## src/rtl/syncword_pkg.sv

```systemverilog
package syncword_pkg;

  typedef enum logic [1:0] {
    OP_READ = 2'd0,
    OP_INC  = 2'd1,
    OP_ADD  = 2'd2,
    OP_SWAP = 2'd3
  } sw_op_e;

  typedef enum logic [1:0] {
    ST_IDLE = 2'd0,
    ST_PUT  = 2'd1,
    ST_GET  = 2'd2,
    ST_WAIT = 2'd3
  } sw_state_e;

endpackage

```

## src/rtl/syncword_rst_sync.sv

```systemverilog
module syncword_rst_sync (
  input  logic clk,
  input  logic rst_n,
  output logic rst_sync_n
);

  logic [1:0] sync_q;

  always_ff @(posedge clk or negedge rst_n) begin
    if (!rst_n) begin
      sync_q <= 2'b00;
    end else begin
      sync_q <= {sync_q[0], 1'b1};
    end
  end

  assign rst_sync_n = sync_q[1];

endmodule

```

## src/rtl/syncword_store.sv

```systemverilog
module syncword_store #(
  parameter int ENTRIES = 8,
  parameter int TAG_W   = 29,
  parameter int DATA_W  = 64,
  localparam int IDX_W  = $clog2(ENTRIES)
) (
  input  logic              clk,
  input  logic              rst_n,
  // lookup
  input  logic [TAG_W-1:0]  lk_tag,
  output logic [ENTRIES-1:0] match,
  output logic              hit,
  output logic [IDX_W-1:0]  hit_idx,
  output logic [DATA_W-1:0] hit_data,
  output logic              hit_dirty,
  // free slot search
  output logic              free_any,
  output logic [IDX_W-1:0]  free_idx,
  // indexed read
  input  logic [IDX_W-1:0]  rd_idx,
  output logic [TAG_W-1:0]  rd_tag,
  output logic [DATA_W-1:0] rd_data,
  output logic              rd_dirty,
  output logic              rd_valid,
  // write
  input  logic              wr_en,
  input  logic [IDX_W-1:0]  wr_idx,
  input  logic [TAG_W-1:0]  wr_tag,
  input  logic [DATA_W-1:0] wr_data,
  input  logic              wr_dirty
);

  logic [ENTRIES-1:0] vld_q;
  logic [ENTRIES-1:0] drt_q;
  logic [TAG_W-1:0]   tag_q  [ENTRIES];
  logic [DATA_W-1:0]  data_q [ENTRIES];

  for (genvar g = 0; g < ENTRIES; g++) begin : g_slot
    logic slot_we;
    assign slot_we  = wr_en && (wr_idx == IDX_W'(g));
    assign match[g] = vld_q[g] && (tag_q[g] == lk_tag);

    always_ff @(posedge clk or negedge rst_n) begin
      if (!rst_n) begin
        vld_q[g] <= 1'b0;
        drt_q[g] <= 1'b0;
      end else if (slot_we) begin
        vld_q[g] <= 1'b1;
        drt_q[g] <= wr_dirty;
      end
    end

    always_ff @(posedge clk) begin
      if (slot_we) begin
        tag_q[g]  <= wr_tag;
        data_q[g] <= wr_data;
      end
    end
  end

  always_comb begin
    hit_idx = '0;
    for (int i = 0; i < ENTRIES; i++) begin
      if (match[i]) hit_idx = IDX_W'(i);
    end
  end

  always_comb begin
    free_idx = '0;
    for (int i = ENTRIES - 1; i >= 0; i--) begin
      if (!vld_q[i]) free_idx = IDX_W'(i);
    end
  end

  assign hit       = |match;
  assign hit_data  = data_q[hit_idx];
  assign hit_dirty = drt_q[hit_idx];
  assign free_any  = ~&vld_q;

  assign rd_tag    = tag_q[rd_idx];
  assign rd_data   = data_q[rd_idx];
  assign rd_dirty  = drt_q[rd_idx];
  assign rd_valid  = vld_q[rd_idx];

endmodule

```

## src/rtl/syncword_lru.sv

```systemverilog
module syncword_lru #(
  parameter int ENTRIES = 8,
  localparam int IDX_W  = $clog2(ENTRIES)
) (
  input  logic             clk,
  input  logic             rst_n,
  input  logic             touch_en,
  input  logic [IDX_W-1:0] touch_idx,
  output logic [IDX_W-1:0] lru_idx
);

  logic [IDX_W-1:0] age_q [ENTRIES];
  logic [IDX_W-1:0] touched_age;

  assign touched_age = age_q[touch_idx];

  for (genvar g = 0; g < ENTRIES; g++) begin : g_age
    logic [IDX_W-1:0] age_d;
    always_comb begin
      age_d = age_q[g];
      if (touch_idx == IDX_W'(g)) begin
        age_d = '0;
      end else if (age_q[g] < touched_age) begin
        age_d = age_q[g] + 1'b1;
      end
    end

    always_ff @(posedge clk or negedge rst_n) begin
      if (!rst_n) begin
        age_q[g] <= IDX_W'(g);
      end else if (touch_en) begin
        age_q[g] <= age_d;
      end
    end
  end

  always_comb begin
    lru_idx = '0;
    for (int i = 0; i < ENTRIES; i++) begin
      if (age_q[i] == IDX_W'(ENTRIES - 1)) lru_idx = IDX_W'(i);
    end
  end

endmodule

```

## src/rtl/syncword_alu.sv

```systemverilog
module syncword_alu
  import syncword_pkg::*;
#(
  parameter int DATA_W = 64
) (
  input  sw_op_e            op,
  input  logic [DATA_W-1:0] old_val,
  input  logic [DATA_W-1:0] operand,
  output logic [DATA_W-1:0] new_val,
  output logic              modifies
);

  always_comb begin
    new_val  = old_val;
    modifies = 1'b1;
    case (op)
      OP_READ: modifies = 1'b0;
      OP_INC:  new_val  = old_val + DATA_W'(1);
      OP_ADD:  new_val  = old_val + operand;
      OP_SWAP: new_val  = operand;
      default: modifies = 1'b0;
    endcase
  end

endmodule

```

## src/rtl/syncword_cache.sv

```systemverilog
module syncword_cache
  import syncword_pkg::*;
#(
  parameter int ENTRIES = 8,
  parameter int ADDR_W  = 32,
  parameter int DATA_W  = 64
) (
  input  logic              clk,
  input  logic              rst_n,
  input  logic              req_valid,
  output logic              req_ready,
  input  logic [1:0]        req_op,
  input  logic [ADDR_W-1:0] req_addr,
  input  logic [DATA_W-1:0] req_operand,
  output logic              rsp_valid,
  output logic [DATA_W-1:0] rsp_data,
  output logic              dir_req_valid,
  input  logic              dir_req_ready,
  output logic              dir_req_is_put,
  output logic [ADDR_W-1:0] dir_req_addr,
  output logic [DATA_W-1:0] dir_req_data,
  input  logic              dir_rsp_valid,
  input  logic [DATA_W-1:0] dir_rsp_data
);

  localparam int OFS_W = $clog2(DATA_W / 8);
  localparam int TAG_W = ADDR_W - OFS_W;
  localparam int IDX_W = $clog2(ENTRIES);

  logic rst_i_n;

  syncword_rst_sync u_rst (
    .clk        (clk),
    .rst_n      (rst_n),
    .rst_sync_n (rst_i_n)
  );

  // registers
  sw_state_e         state_q, state_d;
  logic              s1_vld_q, s1_vld_d;
  sw_op_e            s1_op_q, s1_op_d;
  logic [TAG_W-1:0]  s1_tag_q, s1_tag_d;
  logic [DATA_W-1:0] s1_opnd_q, s1_opnd_d;
  logic [IDX_W-1:0]  vic_q, vic_d;
  logic              rsp_vld_q, rsp_vld_d;
  logic [DATA_W-1:0] rsp_data_q, rsp_data_d;

  // store and replacement signals
  logic [ENTRIES-1:0] hit_vec;
  logic              hit;
  logic [IDX_W-1:0]  hit_idx;
  logic [DATA_W-1:0] hit_data;
  logic              hit_dirty;
  logic              free_any;
  logic [IDX_W-1:0]  free_idx;
  logic [IDX_W-1:0]  rd_idx;
  logic [TAG_W-1:0]  rd_tag;
  logic [DATA_W-1:0] rd_data;
  logic              rd_dirty;
  logic              rd_valid;
  logic              wr_en;
  logic [IDX_W-1:0]  wr_idx;
  logic [DATA_W-1:0] wr_data;
  logic              wr_dirty;
  logic [IDX_W-1:0]  lru_idx;
  logic [IDX_W-1:0]  chosen_idx;
  logic [DATA_W-1:0] alu_new;
  logic              alu_mod;

  logic idle, do_hit, do_miss, fill, accept;
  logic unused_ofs;

  assign unused_ofs = ^req_addr[OFS_W-1:0];

  assign idle      = (state_q == ST_IDLE);
  assign do_hit    = idle && s1_vld_q && hit;
  assign do_miss   = idle && s1_vld_q && !hit;
  assign fill      = (state_q == ST_WAIT) && dir_rsp_valid;
  assign req_ready = rst_i_n && idle && (!s1_vld_q || hit);
  assign accept    = req_valid && req_ready;

  assign chosen_idx = free_any ? free_idx : lru_idx;
  assign rd_idx     = idle ? chosen_idx : vic_q;

  syncword_store #(
    .ENTRIES (ENTRIES),
    .TAG_W   (TAG_W),
    .DATA_W  (DATA_W)
  ) u_store (
    .clk       (clk),
    .rst_n     (rst_i_n),
    .lk_tag    (s1_tag_q),
    .match     (hit_vec),
    .hit       (hit),
    .hit_idx   (hit_idx),
    .hit_data  (hit_data),
    .hit_dirty (hit_dirty),
    .free_any  (free_any),
    .free_idx  (free_idx),
    .rd_idx    (rd_idx),
    .rd_tag    (rd_tag),
    .rd_data   (rd_data),
    .rd_dirty  (rd_dirty),
    .rd_valid  (rd_valid),
    .wr_en     (wr_en),
    .wr_idx    (wr_idx),
    .wr_tag    (s1_tag_q),
    .wr_data   (wr_data),
    .wr_dirty  (wr_dirty)
  );

  syncword_lru #(
    .ENTRIES (ENTRIES)
  ) u_lru (
    .clk       (clk),
    .rst_n     (rst_i_n),
    .touch_en  (wr_en),
    .touch_idx (wr_idx),
    .lru_idx   (lru_idx)
  );

  syncword_alu #(
    .DATA_W (DATA_W)
  ) u_alu (
    .op       (s1_op_q),
    .old_val  (hit_data),
    .operand  (s1_opnd_q),
    .new_val  (alu_new),
    .modifies (alu_mod)
  );

  // store write port: hit update or fill install
  assign wr_en    = do_hit || fill;
  assign wr_idx   = fill ? vic_q : hit_idx;
  assign wr_data  = fill ? dir_rsp_data : alu_new;
  assign wr_dirty = fill ? 1'b0 : (hit_dirty || alu_mod);

  // directory request
  assign dir_req_valid  = (state_q == ST_PUT) || (state_q == ST_GET);
  assign dir_req_is_put = (state_q == ST_PUT);
  assign dir_req_addr   = (state_q == ST_PUT) ? {rd_tag, {OFS_W{1'b0}}}
                                              : {s1_tag_q, {OFS_W{1'b0}}};
  assign dir_req_data   = rd_data;

  assign rsp_valid = rsp_vld_q;
  assign rsp_data  = rsp_data_q;

  // next state
  always_comb begin
    state_d    = state_q;
    vic_d      = vic_q;
    s1_vld_d   = s1_vld_q;
    s1_op_d    = s1_op_q;
    s1_tag_d   = s1_tag_q;
    s1_opnd_d  = s1_opnd_q;
    rsp_vld_d  = do_hit;
    rsp_data_d = rsp_data_q;

    if (do_hit) begin
      rsp_data_d = hit_data;
    end

    if (accept) begin
      s1_vld_d  = 1'b1;
      s1_op_d   = sw_op_e'(req_op);
      s1_tag_d  = req_addr[ADDR_W-1:OFS_W];
      s1_opnd_d = req_operand;
    end else if (do_hit) begin
      s1_vld_d  = 1'b0;
    end

    case (state_q)
      ST_IDLE: begin
        if (do_miss) begin
          vic_d   = chosen_idx;
          state_d = (rd_valid && rd_dirty) ? ST_PUT : ST_GET;
        end
      end
      ST_PUT: begin
        if (dir_req_ready) state_d = ST_GET;
      end
      ST_GET: begin
        if (dir_req_ready) state_d = ST_WAIT;
      end
      ST_WAIT: begin
        if (dir_rsp_valid) state_d = ST_IDLE;
      end
      default: state_d = ST_IDLE;
    endcase
  end

  // control registers
  always_ff @(posedge clk or negedge rst_i_n) begin
    if (!rst_i_n) begin
      state_q   <= ST_IDLE;
      s1_vld_q  <= 1'b0;
      rsp_vld_q <= 1'b0;
      vic_q     <= '0;
    end else begin
      state_q   <= state_d;
      s1_vld_q  <= s1_vld_d;
      rsp_vld_q <= rsp_vld_d;
      vic_q     <= vic_d;
    end
  end

  // data registers with explicit enables
  always_ff @(posedge clk) begin
    if (accept) begin
      s1_op_q   <= s1_op_d;
      s1_tag_q  <= s1_tag_d;
      s1_opnd_q <= s1_opnd_d;
    end
    if (do_hit) begin
      rsp_data_q <= rsp_data_d;
    end
  end

endmodule

```

## config.mk

```make
export PLATFORM = sky130hd
export DESIGN_NAME = syncword_cache
export DESIGN_NICKNAME = d
export VERILOG_FILES = /design/src/rtl/syncword_pkg.sv /design/src/rtl/syncword_rst_sync.sv /design/src/rtl/syncword_store.sv /design/src/rtl/syncword_lru.sv /design/src/rtl/syncword_alu.sv /design/src/rtl/syncword_cache.sv
export SDC_FILE = /design/constraint.sdc
export NUM_CORES = 2
export LEC_CHECK = 0
export ABC_AREA = 1
export BUFFER_PORTS_ARGS = -buffer_cell sky130_fd_sc_hd__buf_2
export CELL_PAD_IN_SITES_DETAIL_PLACEMENT = 0
export CELL_PAD_IN_SITES_GLOBAL_PLACEMENT = 1
export CORE_ASPECT_RATIO = 1.5
export CORE_MARGIN = 2
export CORE_UTILIZATION = 47
export CTS_CLUSTER_DIAMETER = 40
export CTS_CLUSTER_SIZE = 8
export DETAILED_ROUTE_END_ITERATION = 12
export GPL_ROUTABILITY_DRIVEN = 0
export PLACE_DENSITY_LB_ADDON = 0.1
export SLEW_MARGIN = 30
export SYNTH_ARGS = -nofsm -noshare
export SYNTH_HDL_FRONTEND = slang
export SYNTH_HIERARCHICAL = 1
export SYNTH_SLANG_ARGS = --single-unit
```

## constraint.sdc

```tcl
create_clock -name clk -period 4.11 [get_ports clk]
set_input_delay 0.822 -clock clk [delete_from_list [all_inputs] [get_ports clk]]
set_output_delay 0.822 -clock clk [all_outputs]
set_load 0.01 [all_outputs]
```

==> metrics.csv <==
stage,metric,value,unit
run_status,outcome,"complete, but fails checks",
run_status,violations,setup timing,
final_layout,seq_area,0.0284,mm2
detailed_routing,wl_per_cell,26.0,um
timing,fin_crit_sh,133,%
die,fp.dieH,435,um
die,num_rows,158,
setup_path,timing.rr.end,u_store/data_q[5][45],
timing,fmax,183,MHz
synth,synth_area,0.0583,mm2
place,hpwl,192000,um
power,switching_share,25.7,%
cts,clk_path_buf_depth,3,
power,clkPwrFrac,45.9,%
timing,clock_skew,0.0300,ns
global_route,grt_pass1_vias,59800,
place,portBuffers,324,
timing,maxSlewViolCount,0,
power,combPwrFrac,12.9,%
global_route,grt_pass1_wl,395000,um
worst_hold_path,whs_endpoint,s1_opnd_q[35],
power,p_switching,6.86,mW
power,fin_total_pwr,26.7,mW
worst_hold_path,holdPathStages,1,
final_layout,area_growth,43.7,%
cts,clk_pin_slew,0.05,ns
final_layout,multi_input_area,0.0280,mm2
setup_path,crit_arrival,6.11,ns
die,core_area,0.123,mm2
timing,worstMarginPinSlew,0.999,ns
global_route,antenna_found_initial,32,
setup_path,max_stage_delay,0.78,ns
detailed_routing,via_per_inst,5.76,
timing,setup_tns,-831.69,ns
synth,syn_inst,7293,
power,ir_drop,0.450,mV
timing,rsz0062_at_grt,yes,
power,power.density,319,mW/mm2
cts,cts_tree,yes,
detailed_routing,dr.pass1.iters,7,
setup_path,worstReg2RegStart,s1_tag_q[20],
timing,hold_violations,0,
synth,avgSynthCellArea,7.99,um2
job,drv_cap,0,
final_layout,fin_area,0.0838,mm2
timing,finalSetupViolations,1377,
cts,cts-htree-levels,4,
place,dpl_cell_area,0.0730,mm2
final_layout,layout-drive-gt1-share,32.2,%
power,p_seq_share,41.2,%
setup_path,r2r_slack,-1.35,ns
global_route,grt_max_degree,67,
die,die_x,292,um
setup_path,end_kind,register,
final_layout,final_nets,9204,
die,boundaryPins,331,
setup_path,cp_max_fo,13,
final_layout,fillCellCount,10000,
worst_hold_path,hp-class,input pin to register,
setup_path,cpMaxStageDelayCell,nor2_2,
cts,cts_buffers,158,
timing,holdWs,0.201,ns
detailed_routing,drc_errors,0,
timing,layout_setup_ws,-1.35,ns
synth,yosysWarnings,6,
cts,clock-sinks,952,
die,dieArea,0.127,mm2
power,p_leak,37.8,nW
worst_hold_path,hp-start,req_operand[35],
detailed_routing,ant_nets,0,
cts,cts_root_buf,clkbuf_16,
timing,fin_crit,5.46,ns
global_route,track_usage,43.1,%
cts,worst_skew_pair.late_latency,0.80,ns
setup_path,r2r_cells,37,
detailed_routing,vias,61300,
timing,slew_headroom,33.3,%
setup_path,path_class,register to register,
global_route,overflow,0,
die,start_util,47.2,%
setup_path,cp-start-kind,register,
detailed_routing,drt_iter0_markers,6608,
power,internal_power,19.8,mW
setup_path,required,4.76,ns
detailed_routing,drt_wl_total,277000,um
[worst max-delay path by stage]
stage	start	end	slack [ns]	cells after the start
floorplan	s1_tag_q[9]	u_store/data_q[3][0]	-0.04	18
global placement	s1_tag_q[28]	u_store/data_q[5][55]	-1.70	36
detailed placement	s1_tag_q[28]	u_store/data_q[4][56]	-1.72	28
CTS	s1_tag_q[24]	u_store/data_q[5][57]	-0.91	38
global route	s1_tag_q[27]	u_store/data_q[5][45]	-1.42	38
finish	s1_tag_q[20]	u_store/data_q[5][45]	-1.35	37
[registers in the layout, summed over array words and instances, names as in the netlist]
name and cells:
rsp_valid 1, s1_vld_q 1, s1_op_q 2, s1_opnd_q 64, u_lru/age_q 24, u_store/vld_q 8, vic_q 3, u_store/drt_q 8
s1_tag_q 29, u_rst/sync_q 2, state_q 2, u_store/data_q 512, u_store/tag_q 232, rsp_data 64
[power by group through the flow]
stage | Combinational, mW | Clock (mW) | Sequential [mW]
3_3_place_gp | 2.90 | 0 | 11.2
3_5_place_dp | 2.92 | 0 | 11.2
5_1_grt | 3.60 | 12.7 | 11.0
2_1_floorplan | 1.34 | 0 | 11.1
4_1_cts | 3.24 | 12.3 | 11.0
6_report | 3.43 | 12.3 | 11.0
[routing by layer]
| metal | track usage, % | vias up | wire, um |
|---|---|---|---|
| li1 | - | 27500 | - |
| met1 | 44.6 | 28800 | 90000 |
| met2 | 70.1 | 3623 | 130000 |
| met3 | 12.8 | 1309 | 25800 |
| met4 | 39.7 | 22 | 31100 |
| met5 | 1.03 | - | 207 |
[cell type report]
type | instances | share of cell area, %
sequential | 952 | 33.9
multi-input combinational | 5018 | 33.4
timing repair buffer | 1833 | 20.2
clock buffer | 213 | 5.05
inverter | 969 | 4.42
tap | 1600 | 2.39
clock inverter | 52 | 0.636
antenna | 16 | 0.0478
timing repair inverter | 1 | 0.0105
[timing repair]
item                                     CTS  global route
setup buffers                            103            37
resized for setup                        716           228
pin swaps                                214           155
hold buffers                               1             0
hold endpoints to repair                   2             0
cloned                                    31             6
endpoints found under the setup margin  1353          1546
[worst max-delay path: cells and delay by family, from the launching register on]
kind	cells	cell delay (ns)
adder cells (fa/ha/maj)	1	0.26
AND/OR/NAND/NOR	22	2.79
AO/OA/AOI/OAI	2	0.35
buffers and inverters	12	1.59
flip-flops	1	0.32
[through the flow]
step	instances	util, %	worst slack, ns
after floorplan	7295	-	-0.0443
after global placement	10200	59.1	-1.70
after detailed placement	10200	59.1	-1.72
after CTS	10600	66.8	-0.909
after global routing	10600	67.9	-1.42
final	10700	67.9	-1.35
[cells in the final DEF, fill, tap and decap left out, types with 41 or more instances in the layout]
master	instances
nand3_1	441
nand3_2	43
o21ai_0	432
ha_4	60
nand2_1	1918
a21oi_2	53
inv_1	887
buf_6	48
nand2_2	286
buf_2	318
a31oi_1	91
buf_12	218
nor2_4	50
nand2_4	102
a21oi_1	373
clkbuf_1	51
nor2_1	368
buf_4	1195
o211ai_1	60
clkbuf_16	167
nand4_1	75
edfxtp_1	903
nor2_2	41
nand3b_1	255
inv_2	64
(Power assumes the default switching activity.)
